`src/rtl/eag_pkg.sv`:
```
package eag_pkg;

   typedef enum logic [1:0] {
      EA_IDX_REG   = 2'b00,
      EA_BASE_DISP = 2'b01,
      EA_BASE_IDX  = 2'b10,
      EA_PC_REL    = 2'b11
   } ea_mode_e;

   typedef enum logic [1:0] {
      SZ_BYTE = 2'b00,
      SZ_WORD = 2'b01,
      SZ_LONG = 2'b10,
      SZ_RSVD = 2'b11
   } ea_size_e;

   localparam int unsigned MODE_W = 2;
   localparam int unsigned SIZE_W = 2;

endpackage

```
`src/rtl/eag_disp_scale.sv`:
```
module eag_disp_scale
   import eag_pkg::*;
#(
   parameter int unsigned ADDR_W = 32,
   parameter int unsigned DISP_W = 8
) (
   input  logic [DISP_W-1:0] disp,
   input  logic [SIZE_W-1:0] size,
   output logic [ADDR_W-1:0] scaled
);
   localparam int unsigned PAD_W = ADDR_W - DISP_W;

   logic [ADDR_W-1:0] zext;

   assign zext = {{PAD_W{1'b0}}, disp};

   always_comb begin
      unique case (ea_size_e'(size))
         SZ_WORD: scaled = zext << 1;
         SZ_LONG: scaled = zext << 2;
         default: scaled = zext;
      endcase
   end
endmodule

```
`src/rtl/eag_operand_mux.sv`:
```
module eag_operand_mux
   import eag_pkg::*;
#(
   parameter int unsigned ADDR_W = 32
) (
   input  logic [MODE_W-1:0] mode,
   input  logic [SIZE_W-1:0] size,
   input  logic [ADDR_W-1:0] rn,
   input  logic [ADDR_W-1:0] r0,
   input  logic [ADDR_W-1:0] gbr,
   input  logic [ADDR_W-1:0] pc,
   input  logic [ADDR_W-1:0] disp_scaled,
   output logic [ADDR_W-1:0] base,
   output logic [ADDR_W-1:0] addend,
   output logic              bad_combo
);
   localparam logic [ADDR_W-1:0] WORD4_MASK = ~(ADDR_W'(3));

   ea_mode_e m;
   ea_size_e s;

   assign m = ea_mode_e'(mode);
   assign s = ea_size_e'(size);

   always_comb begin
      base      = rn;
      addend    = r0;
      bad_combo = (s == SZ_RSVD);
      unique case (m)
         EA_IDX_REG: begin
            base   = rn;
            addend = r0;
         end
         EA_BASE_DISP: begin
            base   = gbr;
            addend = disp_scaled;
         end
         EA_BASE_IDX: begin
            base   = gbr;
            addend = r0;
         end
         EA_PC_REL: begin
            base      = (s == SZ_LONG) ? (pc & WORD4_MASK) : pc;
            addend    = disp_scaled;
            bad_combo = (s == SZ_RSVD) || (s == SZ_BYTE);
         end
         default: ;
      endcase
   end
endmodule

```
`src/rtl/eag_align_check.sv`:
```
module eag_align_check
   import eag_pkg::*;
#(
   parameter int unsigned ADDR_W = 32
) (
   input  logic [ADDR_W-1:0] addr,
   input  logic [SIZE_W-1:0] size,
   output logic              misaligned
);
   always_comb begin
      unique case (ea_size_e'(size))
         SZ_WORD: misaligned = addr[0];
         SZ_LONG: misaligned = |addr[1:0];
         default: misaligned = 1'b0;
      endcase
   end
endmodule

```
`src/rtl/eag_unit.sv`:
```
module eag_unit
   import eag_pkg::*;
#(
   parameter int unsigned ADDR_W  = 32,
   parameter int unsigned DISP_W  = 8,
   parameter bit          REG_OUT = 1'b1
) (
   input  logic              clk,
   input  logic              rst,
   input  logic              in_valid,
   input  logic [1:0]        mode,
   input  logic [1:0]        size,
   input  logic [DISP_W-1:0] disp,
   input  logic [ADDR_W-1:0] rn,
   input  logic [ADDR_W-1:0] r0,
   input  logic [ADDR_W-1:0] gbr,
   input  logic [ADDR_W-1:0] pc,
   output logic              out_valid,
   output logic [ADDR_W-1:0] ea,
   output logic              misaligned,
   output logic              illegal
);
   if (ADDR_W < DISP_W + 2) begin : g_bad_width
      $error("eag_unit: ADDR_W must leave room for a displacement scaled by 4");
   end
   if (ADDR_W < 2) begin : g_bad_addr
      $error("eag_unit: ADDR_W must be at least 2");
   end

   logic [ADDR_W-1:0] disp_scaled;
   logic [ADDR_W-1:0] base;
   logic [ADDR_W-1:0] addend;
   logic [ADDR_W-1:0] sum;
   logic [ADDR_W-1:0] ea_c;
   logic              bad_c;
   logic              mis_c;

   eag_disp_scale #(.ADDR_W(ADDR_W), .DISP_W(DISP_W)) u_scale (
      .disp   (disp),
      .size   (size),
      .scaled (disp_scaled)
   );

   eag_operand_mux #(.ADDR_W(ADDR_W)) u_mux (
      .mode        (mode),
      .size        (size),
      .rn          (rn),
      .r0          (r0),
      .gbr         (gbr),
      .pc          (pc),
      .disp_scaled (disp_scaled),
      .base        (base),
      .addend      (addend),
      .bad_combo   (bad_c)
   );

   assign sum  = base + addend;
   assign ea_c = bad_c ? '0 : sum;

   eag_align_check #(.ADDR_W(ADDR_W)) u_align (
      .addr       (ea_c),
      .size       (size),
      .misaligned (mis_c)
   );

   if (REG_OUT) begin : g_reg_out
      logic [ADDR_W-1:0] ea_q;
      logic              mis_q;
      logic              bad_q;
      logic              vld_q;

      always_ff @(posedge clk) begin
         if (rst) begin
            vld_q <= 1'b0;
         end else begin
            vld_q <= in_valid;
         end
         if (in_valid) begin
            ea_q  <= ea_c;
            mis_q <= mis_c;
            bad_q <= bad_c;
         end
      end

      assign out_valid  = vld_q;
      assign ea         = ea_q;
      assign misaligned = mis_q;
      assign illegal    = bad_q;
   end else begin : g_comb_out
      assign out_valid  = in_valid;
      assign ea         = ea_c;
      assign misaligned = mis_c;
      assign illegal    = bad_c;
   end
endmodule

```
`config.mk`:
```
export PLATFORM = sky130hd
export DESIGN_NAME = eag_unit
export DESIGN_NICKNAME = d
export VERILOG_FILES = /design/src/rtl/eag_pkg.sv /design/src/rtl/eag_disp_scale.sv /design/src/rtl/eag_operand_mux.sv /design/src/rtl/eag_align_check.sv /design/src/rtl/eag_unit.sv
export SDC_FILE = /design/constraint.sdc
export NUM_CORES = 1
export LEC_CHECK = 0
export ABC_AREA = 1
export BUFFER_PORTS_ARGS = -buffer_cell sky130_fd_sc_hd__buf_2
export CAP_MARGIN = 20
export CORE_MARGIN = 2
export CORE_UTILIZATION = 46
export CTS_CLUSTER_DIAMETER = 30
export DETAILED_ROUTE_END_ITERATION = 8
export GPL_TIMING_DRIVEN = 1
export PLACE_DENSITY = 0.76
export SETUP_SLACK_MARGIN = 0.1
export SLEW_MARGIN = 20
export SYNTH_ARGS = -nofsm -noshare
export SYNTH_HDL_FRONTEND = slang
export SYNTH_SLANG_ARGS = --single-unit
export TNS_END_PERCENT = 5
```
`constraint.sdc`:
```
create_clock -name clk -period 3.1 [get_ports clk]
set_input_delay 0.62 -clock clk [delete_from_list [all_inputs] [get_ports clk]]
set_output_delay 0.62 -clock clk [all_outputs]
set_load 0.05 [all_outputs]
```
==> impl_metrics.json, run 1 <==
{
  "status": "completed",
  "ir_drop_uv": 217.3,
  "max_slew_margin_pct": 44.84,
  "route.vias.total": 5951,
  "clock_sinks": 35,
  "ys_warn_count": 0,
  "cts_made_buffers": 5,
  "die_y_um": 105.9,
  "crit_fanout": 8,
  "post-route-drc-count": 0,
  "worstHoldStart": "rst",
  "wl_per_cell_um": 12.86,
  "final_common_cell": "nand2_1",
  "grt_max_degree": 36,
  "hold_end": "out_valid$_SDFF_PP0_",
  "finalHoldViolCount": 0,
  "synth_fp_nets": 1018,
  "final_cell_mix": "275 x nand2_1, 177 x buf_2, 164 x inv_1",
  "regArea_mm2": 0.001041,
  "start_util_pct": 46.87,
  "final_max_slew_viol_count": 0,
  "hp-class": "in -> reg",
  "grt_usage_pct": 27.22,
  "power.density_mw_per_mm2": 413.6,
  "worst_slack_ns": 0.2096,
  "fin_nets": 1248,
  "cp.required_ns": 3.15,
  "rsz0062_at_grt": "true",
  "syn_avg_cell_area_um2": 5.703,
  "routed_wl_um": 15480,
  "core_mm2": 0.01018,
  "globalplace.congestion": 0.9925,
  "ant_nets": 0,
  "cts_max_level": 2,
  "crit_type": "in -> reg",
  "fmax_mhz": 346.0,
  "preCtsSetupSlack_ns": -0.2564,
  "dieWidth_um": 105.9,
  "cts_hold_buf": 0,
  "setup_viol": 0,
  "io_buffers": 177,
  "pin_count": 178,
  "overflow": 0,
  "fin_crit_sh_pct": 93.24,
  "dieArea_mm2": 0.01121,
  "antenna_found_initial": 0,
  "drv_cap": 0,
  "synth_ff_type": "edfxtp_1",
  "root_buffer": "clkbuf_8",
  "dp.cells": 1196,
  "worstMarginPinSlew_ns": 0.8274,
  "min_period_ns": 2.890,
  "cp-start-kind": "input pin",
  "fin_tns_setup_ns": 0,
  "multi_input_comb_area_mm2": 0.003126,
  "netlist_area_mm2": 0.004773,
  "drive_gt1_share_pct": 27.43,
  "tritoncts": "yes",
  "fillers": 1040,
  "cts_buffer_depth": 2,
  "first_iter_violations": 412,
  "end_kind": "register",
  "total_leakage_power_nw": 3.810,
  "arrival_ns": 2.94,
  "synthToLayoutAreaGrowth_pct": 35.10,
  "finalNonFillerCells": 1204,
  "ys_types": 36,
  "synth.ff_latch_count": 35,
  "rows": 37,
  "hold_depth": 2,
  "vias_per_cell": 4.943,
  "grt_pass1_vias": 5338,
  "synth-edff-count": 34,
  "syn_inst": 837,
  "dpl.hpwl_um": 12650,
  "first_pass_iters": 5,
  "ys_seq_area_share_pct": 21.81,
  "antennaDiodeCount": 0,
  "grt_pass1_wl_um": 24500,
  "clkTransAtPathRegs_ns": 0.07,
  "async_flop_share_pct": 0
}
## flip-flops by register name, summed over array words and instances (netlist names)
register,cells
misaligned,1
illegal,1
ea,32
out_valid,1
## per-stage QoR
stage | power, W | instance area (µm²) | hold WS, ns | util, %
finish | 0.002667 | 6449 | 0.4724 | 63.32
global route | 0.002863 | 6449 | 0.4777 | 63.32
CTS | 0.002613 | 6334 | 0.4710 | 62.19
detailed placement | 0.002268 | 6240 | 0.7802 | 61.27
global placement | 0.002253 | 6240 | 0.7751 | 61.27
floorplan | 0.001730 | 4798 | 0.6912 | -
## layer usage
layer / GRT usage [%] / up-vias / routed length (µm)
li1: - / 3059 / -
met1: 37.18 / 2599 / 6954
met2: 45.07 / 268 / 6946
met3: 2.845 / 25 / 1258
met4: 8.741 / 0 / 323
met5: 0 / - / 0
## synthesized netlist by cell type (all sizes together) (2+ instances only)
| library cell | instances | area [µm²] |
|---|---|---|
| or2 | 2 | 12.52 |
| o22ai | 6 | 37.54 |
| nand4 | 3 | 18.77 |
| clkbuf | 8 | 30.03 |
| buf | 12 | 62.56 |
| xor2 | 2 | 17.52 |
| edfxtp | 34 | 1021 |
| nand3 | 21 | 115.1 |
| ha | 37 | 462.9 |
| a221o | 7 | 70.07 |
| nor4 | 2 | 12.51 |
| nor2 | 120 | 467.9 |
| o21ai | 21 | 105.1 |
| nand2 | 284 | 1084 |
| inv | 165 | 619.3 |
| o21a | 6 | 45.04 |
| and2 | 3 | 18.77 |
| a21oi | 84 | 420.4 |
| nand3b | 2 | 15.01 |
| nor3 | 6 | 30.03 |
| o21bai | 2 | 15.01 |
| clkinv | 3 | 11.26 |
## worst max-delay path: stages
cell and delay [ns]:
buf_2 0.12, inv_1 0.09, ha_4 0.22, buf_4 0.16, a221o_1 0.30, o21ai_0 0.07
inv_1 0.06, ha_1 0.36, nand2_1 0.08, nand2_1 0.09, nand2_1 0.08, nand2_1 0.08
inv_1 0.08, nand3_2 0.14, nand2_1 0.11, nand3_1 0.10, nor2_1 0.11, nor2_1 0.06
## cells by family (layout without fill, tap and decap cells)
family                     Yosys count  count (layout)  synth area share (%)
xor gates and xnor gates             3               3                0.5506
adders and majority gates           38              38                 10.12
DFF                                 35              35                 21.81
buffers and inverters              188             419                 15.15
and+or+nand+nor                    443             443                 37.17
AOI/OAI and AO/OA                  130             130                 15.20
## worst max path at each step
| stage | startpoint | end |
|---|---|---|
| 4_1_cts | mode[0] | ea[26]$_SDFFCE_PP0P_ |
| 3_5_place_dp | mode[0] | ea[18]$_SDFFCE_PP0P_ |
| 3_3_place_gp | mode[0] | ea[18]$_SDFFCE_PP0P_ |
| 5_1_grt | mode[0] | ea[21]$_SDFFCE_PP0P_ |
| 6_report | mode[0] | ea[26]$_SDFFCE_PP0P_ |
| 2_1_floorplan | mode[0] | ea[16]$_SDFFCE_PP0P_ |
## timing repair
item / in CTS / in global routing
buffers inserted: 0 / 0
pin swaps: 0 / 5
resized for setup: 2 / 33
endpoints found under the setup margin: 2 / 23
## report_power, final
part	internal, W	switching (W)	leakage [nW]
combinational	0.000605	0.00107	3.43
clock	0.000157	0.000181	0.0412
sequential	0.000634	0.0000218	0.338
total	0.00140	0.00127	3.81
## area by class of cell
| type | instances | share of cell area [%] |
|---|---|---|
| Multi-Input combinational cell | 614 | 48.47 |
| Timing Repair Buffer | 243 | 21.65 |
| Sequential cell | 35 | 16.14 |
| Inverter | 168 | 9.779 |
| Tap cell | 136 | 2.639 |
| Clock buffer | 6 | 1.125 |
| Clock inverter | 2 | 0.1940 |
(Power assumes the default switching activity.)
==> inputs of run 2 (changes only) <==
- CORE_UTILIZATION: 46 -> 55
- PLACE_DENSITY: 0.76 -> 0.86
- clock period: 3.1 -> 3.35 ns (I/O delays scaled with it)
==> run 2 against run 1 <==
Against the previous run:
- combinational power is 13% lower
- setup slack better by 0.023 ns
- critical path depth decreased by 1
- clock power up 19%
- die area fell by 16%
- first-iteration DRC count grew 6.8%
- sequential share of layout area grew 0.91 points
- total power decreased by 7.5%
- non-clock buffer count is 36 lower
- cell count shrank 5.6%
- sequential cell count is the same
- critical endpoint is now ea[11]$_SDFFCE_PP0P_
==> impl_metrics.json, run 2 (synthesis results as in run 1) <==
{
  "tritoncts": "yes",
  "grt_util_met2_pct": 54.54,
  "root_buffer": "clkbuf_8",
  "globalplace.congestion": 1.019,
  "fin_crit_sh_pct": 93.05,
  "start_util_pct": 57.52,
  "worstHoldStart": "rst",
  "preCtsSetupSlack_ns": 0.01562,
  "min_period_ns": 3.117,
  "ant_nets": 0,
  "dpl.hpwl_um": 12670,
  "overflow": 0,
  "rows": 33,
  "route.vias.total": 5828,
  "hold_depth": 2,
  "power_w": 0.002468,
  "rsz0062_at_grt": "true",
  "fin_hold_ws_ns": 0.5221,
  "fin_nets": 1212,
  "dieWidth_um": 97.16,
  "max_slew_margin_pct": 42.38,
  "wl_per_cell_um": 13.54,
  "crit_type": "in -> reg",
  "antenna_found_initial": 0,
  "crit_fanout": 9,
  "core_mm2": 0.008299,
  "vias_per_cell": 5.126,
  "setup_viol": 0,
  "grt_pass1_vias": 5605,
  "first_pass_iters": 5,
  "cts_hold_buf": 0,
  "worst_slack_ns": 0.2327,
  "use_met1_pct": 42.81,
  "arrival_ns": 3.21,
  "first_iter_violations": 440,
  "drive_gt1_share_pct": 23.06,
  "fin_tns_setup_ns": 0,
  "ir_drop_uv": 225.5,
  "grt_usage_pct": 32.31,
  "drv_cap": 0,
  "cts_buffer_depth": 2,
  "pin_count": 178,
  "finalHoldViolCount": 0,
  "met3_usage_pct": 4.676,
  "synthToLayoutAreaGrowth_pct": 27.89,
  "clock_sinks": 35,
  "power.density_mw_per_mm2": 404.3,
  "grt_pass1_wl_um": 25320,
  "hp-class": "in -> reg",
  "cts_max_level": 2,
  "grt_max_degree": 36,
  "io_buffers": 177,
  "end_kind": "register",
  "die_y_um": 97.16,
  "antennaDiodeCount": 0,
  "grt_busiest_layer": "met2",
  "final_common_cell": "nand2_1",
  "clkTransAtPathRegs_ns": 0.09,
  "total_leakage_power_nw": 3.643,
  "status": "completed",
  "post-route-drc-count": 0,
  "fmax_mhz": 320.8,
  "largest_reg_flops": 32,
  "cp.required_ns": 3.44,
  "cp-start-kind": "input pin",
  "final_cell_mix": "276 x nand2_1, 177 x buf_2, 165 x inv_1",
  "hold_end": "out_valid$_SDFF_PP0_",
  "dieArea_mm2": 0.009440,
  "worstMarginPinSlew_ns": 0.8643,
  "routed_wl_um": 15400,
  "final_max_slew_viol_count": 0,
  "cts_made_buffers": 5,
  "startpoint": "size[0]"
}
-- run 2: cell types whose count changed in the layout (fill, tap and decap cells not counted), sizes merged --
cell | previous run | this run
clkinv | 2 | 4
bufinv | 0 | 1
inv | 167 | 165
buf | 243 | 207
clkbuf | 6 | 5
-- run 2: critical path: stages --
cell      delay [ns]
buf_2           0.12
inv_1           0.05
ha_1            0.16
clkinv_1        0.26
buf_4           0.24
o22ai_1         0.09
o21ai_0         0.09
a21oi_1         0.21
ha_2            0.36
nand2_2         0.13
inv_1           0.05
nand2_1         0.06
nand2_1         0.07
a21oi_1         0.13
nand2_1         0.11
buf_4           0.15
a21oi_1         0.28
-- run 2: final cells by class --
class	instances	area, µm²
flip-flops and latches	35	1041
multi-input cells	614	3037
fillers	774	2195
well taps	105	131.4
repair buffers	207	1149
clock buffers	5	68.82
clock inverters	3	43.79
inverters	168	634.4
-- run 2: how the worst max path moves through the flow --
stage,end,slack (ns),cells past startpoint
finish,ea[11]$_SDFFCE_PP0P_,0.23,17
global route,ea[25]$_SDFFCE_PP0P_,0.09,19
CTS,ea[28]$_SDFFCE_PP0P_,0.32,18
detailed placement,ea[18]$_SDFFCE_PP0P_,0.02,19
global placement,ea[18]$_SDFFCE_PP0P_,0.03,18
floorplan,ea[16]$_SDFFCE_PP0P_,0.15,18
-- run 2: power by group --
group          leakage (nW)  internal [W]  switching [W]
Clock                0.0581      0.000222       0.000180
Combinational          3.25      0.000483       0.000978
Sequential            0.338      0.000586      0.0000198
Total                  3.64       0.00129        0.00118
-- run 2: routing by layer --
layer  part of all wire [%]  wire length, µm
met3                     10             1604
met4                    2.1              325
met1                     42             6404
met2                     46             7062
met5                      0                0
-- run 2: timing repair --
action | 4_1_cts | 5_1_grt
setup buffers | 0 | 0
endpoints found under the hold margin | 0 | 0
setup endpoints to repair | 0 | 9
resized for setup | 0 | 11
-- run 2: metrics by stage --
stage	cell area, µm²	utilization [%]	instances
floorplan	4773	-	837
global placement	5961	71.82	1129
detailed placement	5961	71.82	1129
CTS	6073	73.18	1137
global route	6105	73.56	1137
finish	6105	73.56	1137
